--- config.mk ---
export PLATFORM = sky130hd
export DESIGN_NAME = branch_select_unit
export DESIGN_NICKNAME = d
export VERILOG_FILES = /design/src/rtl/bsu_pkg.sv /design/src/rtl/bsu_decode.sv /design/src/rtl/bsu_regbank.sv /design/src/rtl/bsu_select.sv /design/src/rtl/branch_select_unit.sv
export SDC_FILE = /design/constraint.sdc
export NUM_CORES = 1
export LEC_CHECK = 0
export CORE_MARGIN = 10
export CORE_UTILIZATION = 56
export DETAILED_ROUTE_END_ITERATION = 10
export DONT_BUFFER_PORTS = 1
export GPL_TIMING_DRIVEN = 0
export PLACE_DENSITY = 0.72
export SLEW_MARGIN = 20
export SYNTH_ARGS = -nofsm -noshare
export SYNTH_HDL_FRONTEND = slang
export SYNTH_SLANG_ARGS = --single-unit
--- constraint.sdc ---
create_clock -name clk -period 1.8 [get_ports clk]
set_input_delay 0.09 -clock clk [delete_from_list [all_inputs] [get_ports clk]]
set_output_delay 0.09 -clock clk [all_outputs]
set_load 0.005 [all_outputs]
--- src/rtl/bsu_pkg.sv ---
package bsu_pkg;
  localparam int NUM_REGS = 4;
  localparam int OFF_W    = $clog2(NUM_REGS);

  // Register offsets: the read mux and the comparator depend on this order
  localparam int TGT_EQ = 0;
  localparam int TGT_NE = 1;
  localparam int OPND_A = 2;
  localparam int OPND_B = 3;

  typedef struct packed {
    logic [NUM_REGS-1:0] wrSel;
    logic                rdGate;
  } bsu_strobe_t;
endpackage

--- src/rtl/bsu_decode.sv ---
module bsu_decode
  import bsu_pkg::*;
#(
  parameter int                ADDR_W    = 16,
  parameter logic [ADDR_W-1:0] BASE_ADDR = 16'hC100
) (
  input  logic [ADDR_W-1:0] busAddr,
  input  logic              busWrEn,
  input  logic              busRdEn,
  output bsu_strobe_t       strobe
);
  localparam logic [ADDR_W-OFF_W-1:0] WIN_TAG = BASE_ADDR[ADDR_W-1:OFF_W];

  logic             inWin;
  logic [OFF_W-1:0] offset;

  assign inWin  = (busAddr[ADDR_W-1:OFF_W] == WIN_TAG);
  assign offset = busAddr[OFF_W-1:0];

  for (genvar k = 0; k < NUM_REGS; k++) begin : g_wrsel
    assign strobe.wrSel[k] = busWrEn && inWin && (offset == OFF_W'(k));
  end

  assign strobe.rdGate = busRdEn && inWin;
endmodule

--- src/rtl/bsu_regbank.sv ---
module bsu_regbank
  import bsu_pkg::*;
#(
  parameter int DATA_W = 16
) (
  input  logic                             clk,
  input  logic                             rstN,
  input  logic [NUM_REGS-1:0]              wrSel,
  input  logic [DATA_W-1:0]                wrData,
  output logic [NUM_REGS-1:0][DATA_W-1:0]  regView
);
  for (genvar k = 0; k < NUM_REGS; k++) begin : g_reg
    always_ff @(posedge clk) begin
      if (!rstN)         regView[k] <= '0;
      else if (wrSel[k]) regView[k] <= wrData;
    end
  end
endmodule

--- src/rtl/bsu_select.sv ---
module bsu_select
  import bsu_pkg::*;
#(
  parameter int DATA_W = 16
) (
  input  logic [NUM_REGS-1:0][DATA_W-1:0] regView,
  input  logic                            rdGate,
  output logic [DATA_W-1:0]               rdData
);
  logic              opndMatch;
  logic [DATA_W-1:0] chosen;

  always_comb begin
    opndMatch = (regView[OPND_A] == regView[OPND_B]);
    chosen    = opndMatch ? regView[TGT_EQ] : regView[TGT_NE];
    rdData    = rdGate ? chosen : '0;
  end
endmodule

--- src/rtl/branch_select_unit.sv ---
module branch_select_unit
  import bsu_pkg::*;
#(
  parameter int                ADDR_W    = 16,
  parameter int                DATA_W    = 16,
  parameter logic [ADDR_W-1:0] BASE_ADDR = 16'hC100
) (
  input  logic              clk,
  input  logic              rstN,
  input  logic [ADDR_W-1:0] busAddr,
  input  logic [DATA_W-1:0] busWrData,
  input  logic              busWrEn,
  input  logic              busRdEn,
  output logic [DATA_W-1:0] busRdData,
  output logic              busRdHit
);
  bsu_strobe_t                     strobe;
  logic [NUM_REGS-1:0][DATA_W-1:0] regView;

  bsu_decode #(.ADDR_W(ADDR_W), .BASE_ADDR(BASE_ADDR)) u_decode (
    .busAddr (busAddr),
    .busWrEn (busWrEn),
    .busRdEn (busRdEn),
    .strobe  (strobe)
  );

  bsu_regbank #(.DATA_W(DATA_W)) u_regbank (
    .clk     (clk),
    .rstN    (rstN),
    .wrSel   (strobe.wrSel),
    .wrData  (busWrData),
    .regView (regView)
  );

  bsu_select #(.DATA_W(DATA_W)) u_select (
    .regView (regView),
    .rdGate  (strobe.rdGate),
    .rdData  (busRdData)
  );

  assign busRdHit = strobe.rdGate;
endmodule

==> results of run 1 <==
-- final cells by class --
class,instances,area (um^2),share of cell area [%]
Antenna cell,1,2.50,0.0755
Timing Repair Buffer,21,214,6.46
Buffer,29,130,3.93
Inverter,1,3.75,0.113
Sequential cell,64,1290,38.8
Clock inverter,4,22.5,0.680
Clock buffer,10,138,4.15
Tap cell,67,83.8,2.53
Multi-Input combinational cell,258,1430,43.3
-- kinds of logic (layout without fill, tap and decap cells) --
logic type / count (synthesis) / count (layout) / synth area share, %
flops: 64 / 64 / 45.6
simple gates: 162 / 162 / 27.7
mux: 16 / 16 / 5.70
other cells: 0 / 1 / 0
xor+xnor: 16 / 16 / 4.99
compound gates: 64 / 64 / 11.4
buf+inv: 30 / 65 / 4.63
-- through the flow --
| stage | setup TNS, ns | hold WS [ns] | cells | area (um^2) | setup slack [ns] |
|---|---|---|---|---|---|
| finish | -3.43 | 0.0413 | 455 | 3310 | -0.256 |
| global route | -5.07 | 0.100 | 455 | 3310 | -0.346 |
| CTS | -3.15 | 0.0443 | 454 | 3280 | -0.231 |
| detailed placement | -2.58 | 0.228 | 419 | 2890 | -0.280 |
| global placement | -3.15 | 0.223 | 419 | 2890 | -0.317 |
| floorplan | 0 | 0.220 | 352 | 2810 | 0.100 |
-- layer usage --
metal | GRT usage (%) | wire length [um] | up-vias
li1 | - | - | 1270
met1 | 22.6 | 3430 | 1259
met2 | 31.7 | 3860 | 97
met3 | 4.24 | 459 | 20
met4 | 11.1 | 239 | 0
met5 | 0 | 0 | -
-- power by group through the flow --
stage	Sequential (W)	Clock [W]	Combinational (W)
floorplan	0.00145	0	0.0000529
detailed placement	0.00145	0	0.0000733
global route	0.00141	0.00112	0.000139
finish	0.00142	0.00105	0.000131
CTS	0.00142	0.00106	0.000127
global placement	0.00145	0	0.0000731
-- what timing repair did --
item                                    in CTS  in global routing
cloned                                       1                  0
pin swaps                                    6                  6
hold buffers                                18                  0
resized for setup                            8                  8
endpoints found under the setup margin      16                 16
setup buffers                                2                  0
endpoints found under the hold margin       64                  0
-- critical path: cells and delay by family, from the launching register on --
family        cells  cell delay, ns
xor+xnor          1            0.15
buf+inv           2            0.33
flops             1            0.33
mux               1            0.22
simple gates      3            0.58
-- worst paths after layout --
| kind | startpoint | endpoint | slack [ns] | depth (start not counted) |
|---|---|---|---|---|
| max | u_regbank.regView[61] | busRdData[5] | -0.26 | 7 |
| min reg2reg | u_regbank.regView[21] | u_regbank.regView[21] | 0.45 | 2 |
| max reg2reg | u_regbank.regView[57] | u_regbank.regView[57] | 1.14 | 2 |
| min | busAddr[1] | u_regbank.regView[63] | 0.04 | 4 |
-- cells in the final DEF, fill, tap and decap left out, drive strengths merged --
master,count
and3b,1
or3,1
nor3b,2
nand3,64
nor4,2
dfxtp,64
dlygate4sd3,18
inv,1
nand2,66
diode,1
clkbuf,30
mux2i,16
nor2,18
nor4b,2
buf,12
clkinv,3
xnor2,16
o21ai,64
nand4,6
clkinvlp,1
==> impl_metrics.csv, run 1 <==
group,metric,value,unit
setup_path,path_max_fanout,5,
power_and_ir_drop,p_clk_share,40.5,%
cts,cts_made_buffers,9,
route,viasPerCell,5.82,
timing,layout_setup_ws,-0.256,ns
power_and_ir_drop,power_switching,0.000629,W
synth,synthArstFlopShare,0,%
timing,max_slew_margin,65.3,%
floorplanning,die_x,90.8,um
cells_and_area,nets,420,
cts,clockBufferDepth,2,
synth,yosys_warnings,0,
setup_path,crit_path_top_delay_cell,"dfxtp_2",
floorplanning,core_area,4790,um^2
cells_and_area,final_util,69.3,%
power_and_ir_drop,p_int,0.00197,W
synth,synth_top_area_cell,"dfxtp_1",
timing,final_hold_viol_count,0,
route,first_pass_iters,5,
power_and_ir_drop,p_seq_share,54.4,%
cts,htreeDepth,3,
synth,yosys.cell_count.top_type,"nand2_1",
power_and_ir_drop,swShare,24.2,%
power_and_ir_drop,power_leakage,1.17,nW
route,routedWlPerCell,17.6,um
timing,fin_crit,2.06,ns
synth,ys_seq_area_share,45.6,%
global_routing,grt-ovfl-total,0,
synth,synthFlopType,"dfxtp_1",
cells_and_area,syn_to_final_growth,18.0,%
cells_and_area,n_fill_cell,414,
route,drtIter0Drc,184,
cts,clock_latency,0.34,ns
power_and_ir_drop,peakVddDrop,0.423,mV
cts,cts_tree,"yes",
route,num_vias,2646,
place,gp_congestion,0.799,
outcome,status,"finished with violations",
cells_and_area,drive_gt1_share,10.9,%
synth,synthesis.area,2810,um^2
route,antenna_left,0,
global_routing,grt_util_all_layers,19.3,%
timing,rsz0062_at_grt,"true",
global_routing,grt_pass1_vias,2586,
route,drc,0,
floorplanning,pin_count,53,
floorplanning,dieHeight,90.8,um
synth,ys_ff_latch,64,
power_and_ir_drop,combPwrFrac,5.1,%
timing,fmax,486,MHz
synth,synth.distinct_cells,19,
cells_and_area,largest_reg_flops,64,
setup_path,worstPathCellList,"xnor2_2, nand4_1, nor4_4, buf_4, buf_8, mux2i_1, nor2_1",
power_and_ir_drop,p_per_area,785,nW/um^2
route,wl,7990,um
min_path,min_path_type,"in2reg",
timing,worst-slew-pin-transition,0.520,ns
timing,fin_worst_skew,0,ns
setup_path,path_class,"reg2out",
timing,setup_viol,16,
synth,synth_nets,388,
synth,synthCells,352,
cts,cts_root_buf,"clkbuf_8",
place,portBuffers,0,
cts,path_clk_slew,0.07,ns
global_routing,grt_antenna_before_repair,1,
synth,syn_area_per_cell,7.98,um^2
synth,ys_top_cells_by_count,"nand2_1, dfxtp_1, nand3_1, o21ai_0, o21ai_1",
outcome,violations,"negative setup slack",
cts,cts_sinks,64,
timing,drv_slew,0,
synth,synth_top_cell_area_share,45.6,%
floorplanning,start_util,58.7,%
place,hpwl,5370,um
synth,synth_edf_count,0,
power_and_ir_drop,finalPower,0.00260,W
floorplanning,fp-row-count,25,
setup_path,arrival,1.97,ns
flow_run,maxCapViolCount,0,
floorplanning,die_area,8250,um^2
global_routing,grt_pass1_wl,12800,um
setup_path,cp_slowest_stage_delay,0.33,ns
setup_path,crit_required,1.71,ns
global_routing,grt_max_degree,11,
setup_path,start_kind,"flip-flop",
timing,min_period_over_period,114,%
cells_and_area,top_register,"u_regbank.regView",
setup_path,cp-end-kind,"output port",
cells_and_area,reg_top3,"u_regbank.regView: 64 flops",
synth,synth_area_leaders,"dfxtp_1, nand3_1, nand2_1",
Power figures use the tool's default switching activity.
==> run 2: changes to the inputs <==
CORE_UTILIZATION = 60   (was 56)
PLACE_DENSITY = 0.74   (was 0.72)
clock period = 2.3 ns   (was 1.8 ns; I/O delays follow)
==> run 2 against run 1 <==
Effect of this change:
- global-route usage rose by 1.6 points
- sequential power down 22%
- flip-flop and latch count is the same
- largest cell class unchanged
- final cell count fell by 3.5%
- clock skew stayed put
- the run now ends clean
==> impl_metrics.csv, run 2 (synthesis gave the netlist of run 1 again) <==
group,metric,value,unit
outcome,status,"completed",
cells_and_area,layoutNonFillerInstCount,439,
route,num_vias,2585,
route,antenna_left,0,
timing,drv_slew,0,
cts,cts_root_buf,"clkbuf_8",
setup_path,r2r-start,"u_regbank.regView[62]",
cells_and_area,nets,418,
setup_path,crit_required,2.18,ns
global_routing,met3_usage,6.62,%
place,gp_congestion,0.826,
timing,setup_tns,0,ns
route,drtIter0Drc,177,
global_routing,busiest_layer,"met2",
setup_path,r2r_end,"u_regbank.regView[62]",
cells_and_area,multi_input_area,1400,um^2
global_routing,grt_max_degree,11,
place,portBuffers,0,
cts,htreeDepth,3,
cells_and_area,final_util,72.9,%
cts,path_clk_slew,0.07,ns
cells_and_area,reg_top3,"u_regbank.regView: 64 flops",
place,dp.cells,404,
power_and_ir_drop,p_int,0.00163,W
route,first_pass_iters,5,
setup_path,arrival,2.04,ns
power_and_ir_drop,power_switching,0.000481,W
timing,fin_crit,2.15,ns
min_path,hp-start,"busAddr[0]",
timing,setup_viol,0,
floorplanning,core_area,4440,um^2
global_routing,grt_pass1_vias,2535,
global_routing,grt_util_all_layers,20.9,%
cells_and_area,drive_gt1_share,7.79,%
min_path,min_path_type,"in2reg",
global_routing,use_met1,24.6,%
power_and_ir_drop,peakVddDrop,0.698,mV
place,hpwl,5420,um
power_and_ir_drop,p_clk_share,42.6,%
route,viasPerCell,5.89,
power_and_ir_drop,p_per_area,650,nW/um^2
cts,cts_made_buffers,9,
min_path,min_to,"u_regbank.regView[32]",
route,drc,0,
setup_path,start_kind,"flip-flop",
cells_and_area,syn_to_final_growth,15.3,%
route,wl,7770,um
setup_path,rrSetupSlack,1.64,ns
timing,min_period_over_period,93.6,%
cells_and_area,n_fill_cell,359,
min_path,holdPathStages,3,
global_routing,grt_antenna_before_repair,2,
setup_path,path_max_fanout,10,
timing,rsz0062_at_grt,"false",
power_and_ir_drop,power_leakage,1.17,nW
cells_and_area,seqCellArea,1280,um^2
setup_path,path_class,"reg2out",
cts,cts_sinks,64,
cells_and_area,layout_commonest_cell,"nand2_1",
floorplanning,die_area,7820,um^2
cts,clockBufferDepth,2,
cells_and_area,largest_reg_flops,64,
floorplanning,pin_count,53,
floorplanning,dieHeight,88.4,um
cts,cts_tree,"yes",
power_and_ir_drop,combPwrFrac,4.8,%
timing,fin_worst_skew,0,ns
floorplanning,fp-row-count,24,
cells_and_area,top_register,"u_regbank.regView",
timing,final_hold_viol_count,0,
power_and_ir_drop,p_seq_share,52.6,%
timing,fmax,465,MHz
global_routing,grt_pass1_wl,12700,um
floorplanning,die_x,88.4,um
flow_run,maxCapViolCount,0,
timing,worst-slew-pin-transition,0.525,ns
setup_path,reg2reg_depth,2,
cells_and_area,layout_common_cells,"nand2_1, nand3_1, dfxtp_1, o21ai_0",
global_routing,use_met2,34.4,%
power_and_ir_drop,swShare,22.8,%
global_routing,grt-ovfl-total,0,
route,routedWlPerCell,17.7,um
timing,max_slew_margin,65.0,%
floorplanning,start_util,63.2,%
cts,clock_latency,0.33,ns
setup_path,cp-end-kind,"output port",
[run 2: changes by cell type in the layout (fill, tap and decap cells not counted), sizes merged]
| cell | before | now |
|---|---|---|
| buf | 12 | 11 |
| bufinv | 0 | 1 |
| clkinv | 3 | 2 |
| diode | 1 | 2 |
| dlygate4sd3 | 18 | 17 |
[run 2: final cells by class]
class                   instances  area share, %
flip-flops and latches         64           39.6
multi-input cells             258           43.1
inverters                       1          0.116
diodes                          2          0.154
clock buffers                  10           3.94
repair buffers                 19           5.72
well taps                      52           2.01
plain buffers                  29           3.90
clock inverters                 4           1.47
[run 2: metrics by stage]
stage / area, um^2 / setup WS, ns / hold WS (ns) / total power (W)
5_1_grt: 3240 / 0.0637 / 0.0266 / 0.00217
3_3_place_gp: 2870 / 0.212 / 0.248 / 0.00119
2_1_floorplan: 2810 / 0.575 / 0.245 / 0.00117
6_report: 3240 / 0.148 / 0.0151 / 0.00211
4_1_cts: 3230 / 0.182 / 0.00619 / 0.00211
3_5_place_dp: 2870 / 0.220 / 0.254 / 0.00119
[run 2: timing repair]
item / 4_1_cts / 5_1_grt
setup buffers: 2 / 0
hold buffers: 17 / 0
resized for setup: 0 / 0
endpoints found under the setup margin: 10 / 0
hold endpoints to repair: 64 / 0
[run 2: worst max-delay path by stage]
stage | start | end | slack, ns | depth (start not counted)
after detailed placement | u_regbank.regView[46] | busRdData[14] | 0.22 | 6
final | u_regbank.regView[47] | busRdData[14] | 0.15 | 6
after global placement | u_regbank.regView[42] | busRdData[13] | 0.21 | 6
after floorplan | u_regbank.regView[37] | busRdData[10] | 0.58 | 6
after global routing | u_regbank.regView[47] | busRdData[13] | 0.06 | 6
after CTS | u_regbank.regView[47] | busRdData[14] | 0.18 | 6
[run 2: critical path, stage by stage (launching register included)]
cell,delay (ns)
dfxtp_1,0.32
xnor2_1,0.20
nand4_1,0.18
nor4_4,0.46
buf_6,0.24
mux2i_1,0.22
nor2_1,0.08
[run 2: power by group through the flow]
stage          Sequential (W)  Combinational [W]  Clock [W]
2_1_floorplan         0.00113          0.0000414          0
3_3_place_gp          0.00113          0.0000575          0
3_5_place_dp          0.00113          0.0000574          0
4_1_cts               0.00111          0.0000988   0.000908
5_1_grt               0.00111           0.000109   0.000954
6_report              0.00111           0.000101   0.000898
[run 2: metal layers]
metal,wire [um],share of wire [%],up-vias
met2,3740,48,98
li1,-,-,1269
met5,0,0,-
met3,711,9.2,18
met1,3180,41,1200
met4,142,1.8,0
